File: config.mk
export PLATFORM = sky130hd
export DESIGN_NAME = pll_div_search
export DESIGN_NICKNAME = d
export VERILOG_FILES = /design/src/rtl/pll_search_pkg.sv /design/src/rtl/pll_seq_div.sv /design/src/rtl/pll_cand_eval.sv /design/src/rtl/pll_div_search.sv
export SDC_FILE = /design/constraint.sdc
export NUM_CORES = 2
export LEC_CHECK = 0
export ABC_AREA = 1
export CORE_AREA = 8 8 310 462
export CTS_BUF_LIST = sky130_fd_sc_hd__clkbuf_16
export DETAILED_ROUTE_END_ITERATION = 6
export DIE_AREA = 0 0 318 470
export DONT_BUFFER_PORTS = 1
export SLEW_MARGIN = 5
export SYNTH_ARGS = -nofsm -noshare
export SYNTH_HDL_FRONTEND = slang
export SYNTH_SLANG_ARGS = --single-unit
File: constraint.sdc
create_clock -name clk -period 13.5 [get_ports clk]
set_input_delay 2.7 -clock clk [delete_from_list [all_inputs] [get_ports clk]]
set_output_delay 2.7 -clock clk [all_outputs]
set_load 0.02 [all_outputs]
File: src/rtl/pll_search_pkg.sv
package pll_search_pkg;

    typedef enum logic [2:0] {
        S_IDLE,
        S_NMIN,
        S_NMAX,
        S_MDIV,
        S_FDIV,
        S_RATE,
        S_DONE
    } search_st_e;

endpackage

File: src/rtl/pll_seq_div.sv
module pll_seq_div #(
    parameter int DVD_W = 64,
    parameter int DVS_W = 32
) (
    input  logic             clk,
    input  logic             rst_n,
    input  logic             start,
    input  logic [DVD_W-1:0] dividend,
    input  logic [DVS_W-1:0] divisor,
    output logic             done,
    output logic [DVD_W-1:0] quotient,
    output logic [DVS_W-1:0] remainder
);
    localparam int CNT_W = $clog2(DVD_W + 1);

    typedef struct packed {
        logic             busy;
        logic             done;
        logic [CNT_W-1:0] cnt;
        logic [DVD_W-1:0] quo;
        logic [DVS_W:0]   rem;
        logic [DVS_W-1:0] dvs;
    } div_state_t;

    div_state_t q, d;
    logic [DVS_W:0] rem_sh;

    always_comb begin
        d      = q;
        d.done = 1'b0;
        rem_sh = '0;
        if (start) begin
            d.busy = 1'b1;
            d.cnt  = '0;
            d.quo  = dividend;
            d.rem  = '0;
            d.dvs  = divisor;
        end else if (q.busy) begin
            rem_sh = {q.rem[DVS_W-1:0], q.quo[DVD_W-1]};
            d.quo  = {q.quo[DVD_W-2:0], 1'b0};
            if (rem_sh >= {1'b0, q.dvs}) begin
                d.rem    = rem_sh - {1'b0, q.dvs};
                d.quo[0] = 1'b1;
            end else begin
                d.rem = rem_sh;
            end
            d.cnt = q.cnt + 1'b1;
            if (q.cnt == CNT_W'(DVD_W - 1)) begin
                d.busy = 1'b0;
                d.done = 1'b1;
            end
        end
    end

    always_ff @(posedge clk or negedge rst_n) begin
        if (!rst_n) q <= '0;
        else        q <= d;
    end

    assign done      = q.done;
    assign quotient  = q.quo;
    assign remainder = q.rem[DVS_W-1:0];


    rem_below_divisor_chk: assert property (@(posedge clk) disable iff (!rst_n)
        (q.done && q.dvs != '0) |-> (q.rem < {1'b0, q.dvs}));


    step_count_chk: assert property (@(posedge clk) disable iff (!rst_n)
        q.busy |-> (q.cnt < CNT_W'(DVD_W)));

endmodule

File: src/rtl/pll_cand_eval.sv
module pll_cand_eval #(
    parameter int              QW         = 64,
    parameter int              FREQ_W     = 32,
    parameter int              M_W        = 10,
    parameter longint unsigned M_MIN      = 6,
    parameter longint unsigned M_MAX      = 512,
    parameter longint unsigned VCO_MIN_HZ = 80_000_000,
    parameter longint unsigned VCO_MAX_HZ = 1_500_000_000
) (
    input  logic [QW-1:0]     quo,
    input  logic [FREQ_W-1:0] ftgt,
    input  logic [FREQ_W:0]   best_delta,
    input  logic              found,
    output logic              m_ok,
    output logic [M_W-1:0]    m_even,
    output logic              vco_ok,
    output logic [FREQ_W:0]   delta,
    output logic              improve
);
    logic [QW-1:0] tgt_w;
    logic [QW-1:0] diff;

    always_comb begin
        // range check uses the raw quotient, before the even adjustment
        m_ok    = (quo >= QW'(M_MIN)) && (quo <= QW'(M_MAX));
        m_even  = quo[M_W-1:0] + M_W'(quo[0]);
        vco_ok  = (quo >= QW'(VCO_MIN_HZ)) && (quo <= QW'(VCO_MAX_HZ));
        tgt_w   = QW'(ftgt);
        diff    = (quo > tgt_w) ? (quo - tgt_w) : (tgt_w - quo);
        delta   = diff[FREQ_W:0];
        improve = vco_ok && (!found || (delta < best_delta));
    end

endmodule

File: src/rtl/pll_div_search.sv
module pll_div_search #(
    parameter int              FREQ_W      = 32,
    parameter int              N_W         = 10,
    parameter int              M_W         = 10,
    parameter int              RATE_W      = 12,
    parameter longint unsigned PFD_MIN_HZ  = 5_000_000,
    parameter longint unsigned PFD_MAX_HZ  = 40_000_000,
    parameter longint unsigned VCO_MIN_HZ  = 80_000_000,
    parameter longint unsigned VCO_MAX_HZ  = 1_500_000_000,
    parameter longint unsigned M_MIN       = 6,
    parameter longint unsigned M_MAX       = 512,
    parameter longint unsigned HZ_PER_UNIT = 1_000_000
) (
    input  logic              clk,
    input  logic              rst_n,
    input  logic              start,
    input  logic [FREQ_W-1:0] fref_hz,
    input  logic [FREQ_W-1:0] ftarget_hz,
    output logic              busy,
    output logic              done,
    output logic              err,
    output logic [N_W-1:0]    best_n,
    output logic [M_W-1:0]    best_m,
    output logic [FREQ_W-1:0] fvco_hz,
    output logic [RATE_W-1:0] rate_mbps
);
    import pll_search_pkg::*;

    localparam int DW      = 2 * FREQ_W;
    localparam int DELTA_W = FREQ_W + 1;

    typedef struct packed {
        search_st_e         st;
        logic [FREQ_W-1:0]  fref;
        logic [FREQ_W-1:0]  ftgt;
        logic [N_W-1:0]     n_min;
        logic [N_W-1:0]     n_max;
        logic [N_W-1:0]     n;
        logic [M_W-1:0]     m_cur;
        logic               found;
        logic [DELTA_W-1:0] cand_delta;
        logic [N_W-1:0]     cand_n;
        logic [M_W-1:0]     cand_m;
        logic [FREQ_W-1:0]  cand_fvco;
        logic               res_err;
        logic [N_W-1:0]     res_n;
        logic [M_W-1:0]     res_m;
        logic [FREQ_W-1:0]  res_fvco;
        logic [RATE_W-1:0]  res_rate;
        logic               div_go;
        logic [DW-1:0]      div_a;
        logic [FREQ_W-1:0]  div_b;
    } top_state_t;

    top_state_t q, d;

    logic               div_done;
    logic [DW-1:0]      div_q;
    logic [FREQ_W-1:0]  div_r;
    logic               m_ok, vco_ok, improve;
    logic [M_W-1:0]     m_even;
    logic [DELTA_W-1:0] delta;
    logic               adv, fin, fin_err;

    pll_seq_div #(
        .DVD_W (DW),
        .DVS_W (FREQ_W)
    ) u_div (
        .clk       (clk),
        .rst_n     (rst_n),
        .start     (q.div_go),
        .dividend  (q.div_a),
        .divisor   (q.div_b),
        .done      (div_done),
        .quotient  (div_q),
        .remainder (div_r)
    );

    pll_cand_eval #(
        .QW         (DW),
        .FREQ_W     (FREQ_W),
        .M_W        (M_W),
        .M_MIN      (M_MIN),
        .M_MAX      (M_MAX),
        .VCO_MIN_HZ (VCO_MIN_HZ),
        .VCO_MAX_HZ (VCO_MAX_HZ)
    ) u_eval (
        .quo        (div_q),
        .ftgt       (q.ftgt),
        .best_delta (q.cand_delta),
        .found      (q.found),
        .m_ok       (m_ok),
        .m_even     (m_even),
        .vco_ok     (vco_ok),
        .delta      (delta),
        .improve    (improve)
    );

    always_comb begin
        d        = q;
        d.div_go = 1'b0;
        adv      = 1'b0;
        fin      = 1'b0;
        fin_err  = 1'b0;
        unique case (q.st)
            S_IDLE: begin
                if (start) begin
                    d.fref       = fref_hz;
                    d.ftgt       = ftarget_hz;
                    d.found      = 1'b0;
                    d.cand_delta = '0;
                    d.st         = S_NMIN;
                    d.div_go     = 1'b1;
                    d.div_a      = DW'(fref_hz);
                    d.div_b      = FREQ_W'(PFD_MAX_HZ);
                end
            end
            S_NMIN: begin
                if (div_done) begin
                    d.n_min  = N_W'(div_q) + N_W'(div_r != '0);
                    d.st     = S_NMAX;
                    d.div_go = 1'b1;
                    d.div_a  = DW'(q.fref);
                    d.div_b  = FREQ_W'(PFD_MIN_HZ);
                end
            end
            S_NMAX: begin
                if (div_done) begin
                    d.n_max = N_W'(div_q);
                    if (d.n_max == '0 || q.n_min > d.n_max) begin
                        fin     = 1'b1;
                        fin_err = 1'b1;
                    end else begin
                        d.n      = q.n_min;
                        d.st     = S_MDIV;
                        d.div_go = 1'b1;
                        d.div_a  = DW'(q.ftgt) * DW'(q.n_min);
                        d.div_b  = q.fref;
                    end
                end
            end
            S_MDIV: begin
                if (div_done) begin
                    d.m_cur = m_even;
                    if (m_ok) begin
                        d.st     = S_FDIV;
                        d.div_go = 1'b1;
                        d.div_a  = DW'(m_even) * DW'(q.fref);
                        d.div_b  = FREQ_W'(q.n);
                    end else begin
                        adv = 1'b1;
                    end
                end
            end
            S_FDIV: begin
                if (div_done) begin
                    if (improve) begin
                        d.found      = 1'b1;
                        d.cand_delta = delta;
                        d.cand_n     = q.n;
                        d.cand_m     = q.m_cur;
                        d.cand_fvco  = FREQ_W'(div_q);
                    end
                    adv = 1'b1;
                end
            end
            S_RATE: begin
                if (div_done) begin
                    d.res_err  = 1'b0;
                    d.res_n    = q.cand_n;
                    d.res_m    = q.cand_m;
                    d.res_fvco = q.cand_fvco;
                    d.res_rate = RATE_W'(div_q) + RATE_W'(div_r != '0);
                    d.st       = S_DONE;
                end
            end
            S_DONE:  d.st = S_IDLE;
            default: d.st = S_IDLE;
        endcase

        if (adv) begin
            if (q.n == q.n_max) begin
                if (d.found) begin
                    d.st     = S_RATE;
                    d.div_go = 1'b1;
                    d.div_a  = DW'(d.cand_fvco);
                    d.div_b  = FREQ_W'(HZ_PER_UNIT);
                end else begin
                    fin     = 1'b1;
                    fin_err = 1'b1;
                end
            end else begin
                d.n      = q.n + 1'b1;
                d.st     = S_MDIV;
                d.div_go = 1'b1;
                d.div_a  = DW'(q.ftgt) * DW'(q.n + 1'b1);
                d.div_b  = q.fref;
            end
        end

        if (fin) begin
            d.st       = S_DONE;
            d.res_err  = fin_err;
            d.res_n    = '0;
            d.res_m    = '0;
            d.res_fvco = '0;
            d.res_rate = '0;
        end
    end

    always_ff @(posedge clk or negedge rst_n) begin
        if (!rst_n) begin
            q    <= '0;
            q.st <= S_IDLE;
        end else begin
            q <= d;
        end
    end

    assign busy      = (q.st != S_IDLE);
    assign done      = (q.st == S_DONE);
    assign err       = q.res_err;
    assign best_n    = q.res_n;
    assign best_m    = q.res_m;
    assign fvco_hz   = q.res_fvco;
    assign rate_mbps = q.res_rate;


    done_single_chk: assert property (@(posedge clk) disable iff (!rst_n)
        done |=> !done);


    busy_from_start_chk: assert property (@(posedge clk) disable iff (!rst_n)
        $rose(busy) |-> $past(start));


    m_even_chk: assert property (@(posedge clk) disable iff (!rst_n)
        (done && !err) |-> !best_m[0]);


    m_range_chk: assert property (@(posedge clk) disable iff (!rst_n)
        (done && !err) |-> (DW'(best_m) >= DW'(M_MIN) && DW'(best_m) <= DW'(M_MAX)));


    vco_window_chk: assert property (@(posedge clk) disable iff (!rst_n)
        (done && !err) |-> (DW'(fvco_hz) >= DW'(VCO_MIN_HZ) && DW'(fvco_hz) <= DW'(VCO_MAX_HZ)));


    pfd_window_chk: assert property (@(posedge clk) disable iff (!rst_n)
        (done && !err) |-> (DW'(q.fref) >= DW'(best_n) * DW'(PFD_MIN_HZ) &&
                            DW'(q.fref) <= DW'(best_n) * DW'(PFD_MAX_HZ)));


    err_clears_chk: assert property (@(posedge clk) disable iff (!rst_n)
        (done && err) |-> (best_n == '0 && best_m == '0 && fvco_hz == '0 && rate_mbps == '0));

endmodule

; Word-level counts from Yosys, hierarchy flattened
; Index checks and enable logic that the tools add are counted.
[totals]
ff_bits = 492
latch_bits = 0
ramBits = 0
rom_bits = 0
inputBits = 67
out_inout_bits = 67
n_memories = 0
[classes]
n_addsub = 9
multipliers = 3
div = 0
order_cmp = 8
n_eq_ne = 11
shift = 0
muxes = 53
bitwise = 0
n_reduce_logical = 21
[op_table]
columns = operator, n
row1 = two-way mux 97 bit, 9
row2 = one-hot mux 97 bit (4 select lines), 1
row3 = two-way mux 65 bit, 3
row4 = two-way mux 86 bit, 2
row5 = two-way mux 106 bit, 1
row6 = two-way mux 104 bit, 1
row7 = one-hot mux 34 bit (2 select lines), 1
row8 = two-way mux 67 bit, 1
row9 = two-way mux 33 bit, 2
row10 = subtractor 33 x 32 -> 33 bit, 2
row11 = ">= comparator 64 x 27 -> 1 bit, second input constant", 1
row12 = ">= comparator 64 x 3 -> 1 bit, second input constant", 1
row13 = greater-than comparator 64 x 32 -> 1 bit, 1
row14 = "<= comparator 64 x 10 -> 1 bit, second input constant", 1
row15 = "<= comparator 64 x 31 -> 1 bit, second input constant", 1
row16 = two-way mux 10 bit, 5
row17 = multiplier 32 x 11 -> 43 bit, 1
row18 = multiplier 10 x 32 -> 42 bit, 1
row19 = multiplier 32 x 10 -> 42 bit, 1
row20 = two-way mux 34 bit, 1
row21 = >= comparator 33 x 32 -> 1 bit, 1
row22 = < comparator 33 bit, 1
row23 = subtractor 32 x 33 -> 33 bit, 1
row24 = two-way mux 32 bit, 1
row25 = 29 further kinds, 64

; Logic depth before layout (Yosys ltp)
[logic_depth]
ltp_word = 13
ltp_mapped = 38
ltp_nobuf = 37

; Modules after synthesis
; A second synthesis with hierarchy kept.
[unflattened]
hier_cells = 9581
area_unflattened_um2 = 66414.9
[by_module_without_submodules]
columns = mod, n_inst, cells_per_inst, area_per_inst_um2, seq_area_each_um2
row1 = pll_div_search, 1, 6897, 50213.2, 8883.5
row2 = pll_seq_div, 1, 1346, 9340.2, 3428.3
row3 = pll_cand_eval, 1, 1338, 6861.6, 0.0

; Worst setup path before layout
; Ideal clock, no wire load.
[synth_path]
path_type = flip-flop to flip-flop
from = register q[258] in the netlist's numbering
to = register q[54] in the netlist's numbering
setup_time_ns = 0.124
arrival_ns = 5.821
t_required_ns = 13.376
path_slack_ns = 7.555
path_stages_with_launch = 30
path_buffers = 2
path_cell_list = dfrtp_1 > buf_2 > inv_1 > nor3_1 > nand2_1 > nor3_1 > inv_1 > nor2_1 > nand3_1 > xor2_1 > inv_1 > buf_2 > nand2_1 > fa_1 > inv_1 > fa_1 > fa_1 > fa_1 > fa_1 > ha_1 > nand2_1 > nand2_1 > a31oi_1 > a21boi_0 > o21ai_0 > nand2_1 > nand2_1 > xor2_1 > nand2_1 > nand3_1
[synth_rtl]
columns = element, line_no
row1 = start: declaration, pll_div_search.sv:55  ; top_state_t q, d;

==> summary.log <==
INFO  floorplanning  placement_rows=166
INFO  setup_path     cp.buffers_inverters=8
INFO  synth          postSynthCellCount=8671
INFO  setup_path     worst-r2r-cell-count=32
INFO  timing         finalHoldWorstSlack=484ps
INFO  synth          cell_area_after_technology_mapping=62200squm
INFO  global_routing grt_antenna_before_repair=2
INFO  setup_path     critPathKind=register to register
INFO  synth          ys_top_cells_by_area=sky130_fd_sc_hd__fa_1 23%, sky130_fd_sc_hd__dfrtp_1 20%, sky130_fd_sc_hd__nand2_1 15%
INFO  synth          synth.distinct_cells=53
INFO  setup_path     critical_path.most_common_cell=sky130_fd_sc_hd__nand2_1
INFO  floorplanning  die_w=318um
INFO  synth          syn-num-nets=9858
INFO  synth          synth.avg_cell_area=7.17squm
INFO  setup_path     max_stage_delay=740ps
INFO  finish         syn2layout_area_growth=4.74%
INFO  drt            post_drt_via_cell_ratio=5.58
INFO  floorplanning  area_of_the_die=149000squm
INFO  global_routing grt.overflow.total=0
INFO  placement      place.detailed.instances=10100
INFO  floorplanning  die-height=470um
INFO  synth          ys.warnings.count=0
INFO  cts            cts_root_buffer=sky130_fd_sc_hd__clkbuf_16
INFO  timing         unrepaired_setup_endpoints_after_global_routing=false
INFO  timing         timing.clock.skew=105ps
INFO  synth          synth_enable_flop_cells=0
INFO  timing         fin_tns_setup=0ps
INFO  global_routing first_global_vias=58700
INFO  floorplanning  fp.coreArea=136000squm
INFO  cts            worst_setup_hold_path_clk_slew=70ps
INFO  drt            drt_iter0_drc=5086
INFO  timing         slew-limit-headroom=-17.9%
INFO  timing         achievable-frequency=0.128GHz
INFO  cts            post_cts_resized=0
INFO  setup_path     crit_arrival=8350ps
INFO  placement      routabilityCongestion=1.03
INFO  min_path       cell_depth_of_the_worst_min_delay_path=2
INFO  placement      port-buffer-count=0
INFO  synth          synth_largest_type_area_fraction=23.2%
INFO  flow_run       number_of_max_cap_violations=0
INFO  drt            dr.pass1.iters=6
INFO  setup_path     critical_path.top_delay_family=adder cells
INFO  cts            post_cts.repair.setup_buffers=0
INFO  finish         fillers=14000
INFO  setup_path     path_max_fanout=29
INFO  synth          ys_dominant_reg_cell=sky130_fd_sc_hd__dfrtp_1
INFO  timing         report.final.slew_viol_count=181
INFO  cts            skew_pair_late_insertion_delay=720ps
INFO  timing         final_worst_path_period_need=7840ps
INFO  cts            htree_levels=2
INFO  drt            drcViolationCount=0
INFO  setup_path     category_of_the_worst_setup_path_capture_point=register
INFO  drt            postRouteAntennaNets=0
INFO  run_status     failing_checks=max-slew violations
INFO  placement      hpwl_dp=200000um
INFO  timing         finalSetupViolations=0
INFO  setup_path     crit_slowest_cell=sky130_fd_sc_hd__dfrtp_1
INFO  drt            routed_wire_length=251000um
INFO  finish         share_of_layout_cells_above_drive_strength_1=3.11%
INFO  cts            clock_path_buffers=3
INFO  timing         timing.final.crit_share=58.1%
INFO  floorplanning  pin_count=134
INFO  cts            cts_tree=yes
INFO  synth          synth_area_leader_cell=sky130_fd_sc_hd__fa_1
INFO  global_routing grt_start_max_net_pins=490
INFO  drt            dr_total_vias=57100
INFO  timing         hold_violations=0
INFO  synth          yosysSeqAreaShare=19.7%
INFO  setup_path     critical_path_cell_count=32
INFO  global_routing global_route_wire_length_before_repair=374000um
INFO  synth          synth_async_sr_flop_share=100%
INFO  finish         fin_cells=10200
INFO  synth          synth.ff_latch_count=489
INFO  finish         finish.net_count=9608
INFO  run_status     status=finished with violations
INFO  timing         timing_worst_slew_pin_value=1770ps
INFO  setup_path     cp.required=14010ps
INFO  cts            ctsHoldBuffers=0
INFO  cts            clock_sink_total=489
INFO  floorplanning  starting_density_of_the_core=45.7%
INFO  min_path       timing.hold.worst.class=register to register
INFO  global_routing grt_use_total=33.0%
INFO  drt            wire_per_inst=24.5um
INFO  setup_path     critPathLaunchType=register
INFO  cts            cts-buffers-inserted=56
sequential cells by signal, summed over array words and instances (netlist names):
register	count
u_div.done	1
u_div.q	40
u_div.remainder	32
rate_mbps	12
fvco_hz	32
u_div.quotient	64
q	288
err	1
best_n	10
best_m	9
through the flow:
| step | area, sq um | util, % | worst slack (ps) |
|---|---|---|---|
| global placement | 63200 | 46.5 | 5730 |
| detailed placement | 63200 | 46.5 | 5780 |
| CTS | 65100 | 47.9 | 5740 |
| global route | 65100 | 47.9 | 5080 |
| finish | 65100 | 47.9 | 5660 |
| floorplan | 62200 | - | 7550 |
metal layers:
| metal | share of wire, % | track usage (%) | vias up |
|---|---|---|---|
| met4 | 10 | 26.7 | 2 |
| met2 | 47 | 55.9 | 2304 |
| met5 | 0.0048 | 0 | - |
| met3 | 5.9 | 4.18 | 782 |
| met1 | 36 | 37.4 | 28100 |
| li1 | - | - | 25900 |
Yosys cell counts (50+ instances only):
cell type                  instances
sky130_fd_sc_hd__a21oi_1         396
sky130_fd_sc_hd__buf_2            53
sky130_fd_sc_hd__buf_4            74
sky130_fd_sc_hd__clkbuf_1        236
sky130_fd_sc_hd__dfrtp_1         489
sky130_fd_sc_hd__fa_1            721
sky130_fd_sc_hd__ha_1            399
sky130_fd_sc_hd__inv_1          1487
sky130_fd_sc_hd__nand2_1        2564
sky130_fd_sc_hd__nand3_1         242
sky130_fd_sc_hd__nand4_1          54
sky130_fd_sc_hd__nor2_1          852
sky130_fd_sc_hd__nor3_1           50
sky130_fd_sc_hd__o211ai_1         55
sky130_fd_sc_hd__o21ai_0         475
sky130_fd_sc_hd__o21ai_1          51
sky130_fd_sc_hd__xnor2_1          52
sky130_fd_sc_hd__xor2_1           92
layout make-up:
type	instances	area (sq um)	area share, %
sequential	489	12200	18.8
inverter	1521	5710	8.76
timing repair buffer	90	676	1.04
antenna	2	5.00	0.00768
clock buffer	56	1400	2.15
multi-input combinational	6263	42400	65.0
tap	1764	2210	3.39
clock inverter	47	538	0.826
final timing paths:
check	startpoint	end	slack (ps)
worst min register to register	q[222]	q[222]	480
worst max register to register	u_div.quotient[3]	q[72]	5660
max in group asynchronous	rst_n	q[96]	10300
worst min-delay path	q[222]	q[222]	480
min in group asynchronous	rst_n	u_div.q[132]	1710
worst max-delay path	u_div.quotient[3]	q[72]	5660
placed cells by master (no fill, tap or decap), types with 8 or more instances in the layout:
cell / instances
sky130_fd_sc_hd__nand4_1: 54
sky130_fd_sc_hd__clkinv_2: 10
sky130_fd_sc_hd__inv_2: 14
sky130_fd_sc_hd__nand3b_1: 19
sky130_fd_sc_hd__or2_2: 19
sky130_fd_sc_hd__ha_1: 399
sky130_fd_sc_hd__nor4_1: 15
sky130_fd_sc_hd__a21oi_1: 396
sky130_fd_sc_hd__a21o_1: 25
sky130_fd_sc_hd__o21bai_1: 34
sky130_fd_sc_hd__nand3_1: 241
sky130_fd_sc_hd__nor2_1: 847
sky130_fd_sc_hd__buf_4: 90
sky130_fd_sc_hd__dfrtp_1: 486
sky130_fd_sc_hd__a31oi_1: 11
sky130_fd_sc_hd__nor2_2: 11
sky130_fd_sc_hd__xor2_1: 92
sky130_fd_sc_hd__nand2_1: 2560
sky130_fd_sc_hd__fa_1: 721
sky130_fd_sc_hd__nor3_1: 49
sky130_fd_sc_hd__clkinv_1: 28
sky130_fd_sc_hd__nand2_2: 12
sky130_fd_sc_hd__o2111ai_1: 9
sky130_fd_sc_hd__and2_1: 11
sky130_fd_sc_hd__a22oi_1: 21
sky130_fd_sc_hd__o21ai_0: 474
sky130_fd_sc_hd__o21ai_1: 51
sky130_fd_sc_hd__o21a_1: 16
sky130_fd_sc_hd__o221ai_1: 21
sky130_fd_sc_hd__nor2_4: 11
sky130_fd_sc_hd__o211ai_1: 55
sky130_fd_sc_hd__inv_1: 1492
sky130_fd_sc_hd__xnor2_1: 52
sky130_fd_sc_hd__clkbuf_16: 56
sky130_fd_sc_hd__bufinv_16: 8
worst register-to-register path, delay by kind of cell (launching register included):
family                     cells  cell delay, ps
and+or+nand+nor               17            2680
buffers and inverters          8            1260
DFF                            1             740
AOI/OAI and AO/OA              1             150
adders and majority gates      6            2840
cell families (layout without fill, tap and decap cells):
logic type / Yosys count / after routing / share of synthesized area [%]
buffers and inverters: 1919 / 1714 / 12.3
XOR/XNOR: 144 / 144 / 2.03
adder cells (fa/ha/maj): 1120 / 1120 / 31.2
other: 1 / 3 / 0.00603
flip-flops: 489 / 489 / 19.7
AO/OA/AOI/OAI: 1139 / 1139 / 10.1
AND/OR/NAND/NOR: 3859 / 3859 / 24.6
Power is not shown: default switching activity piles up to over one toggle a cycle in this logic, so the estimate is an artifact.
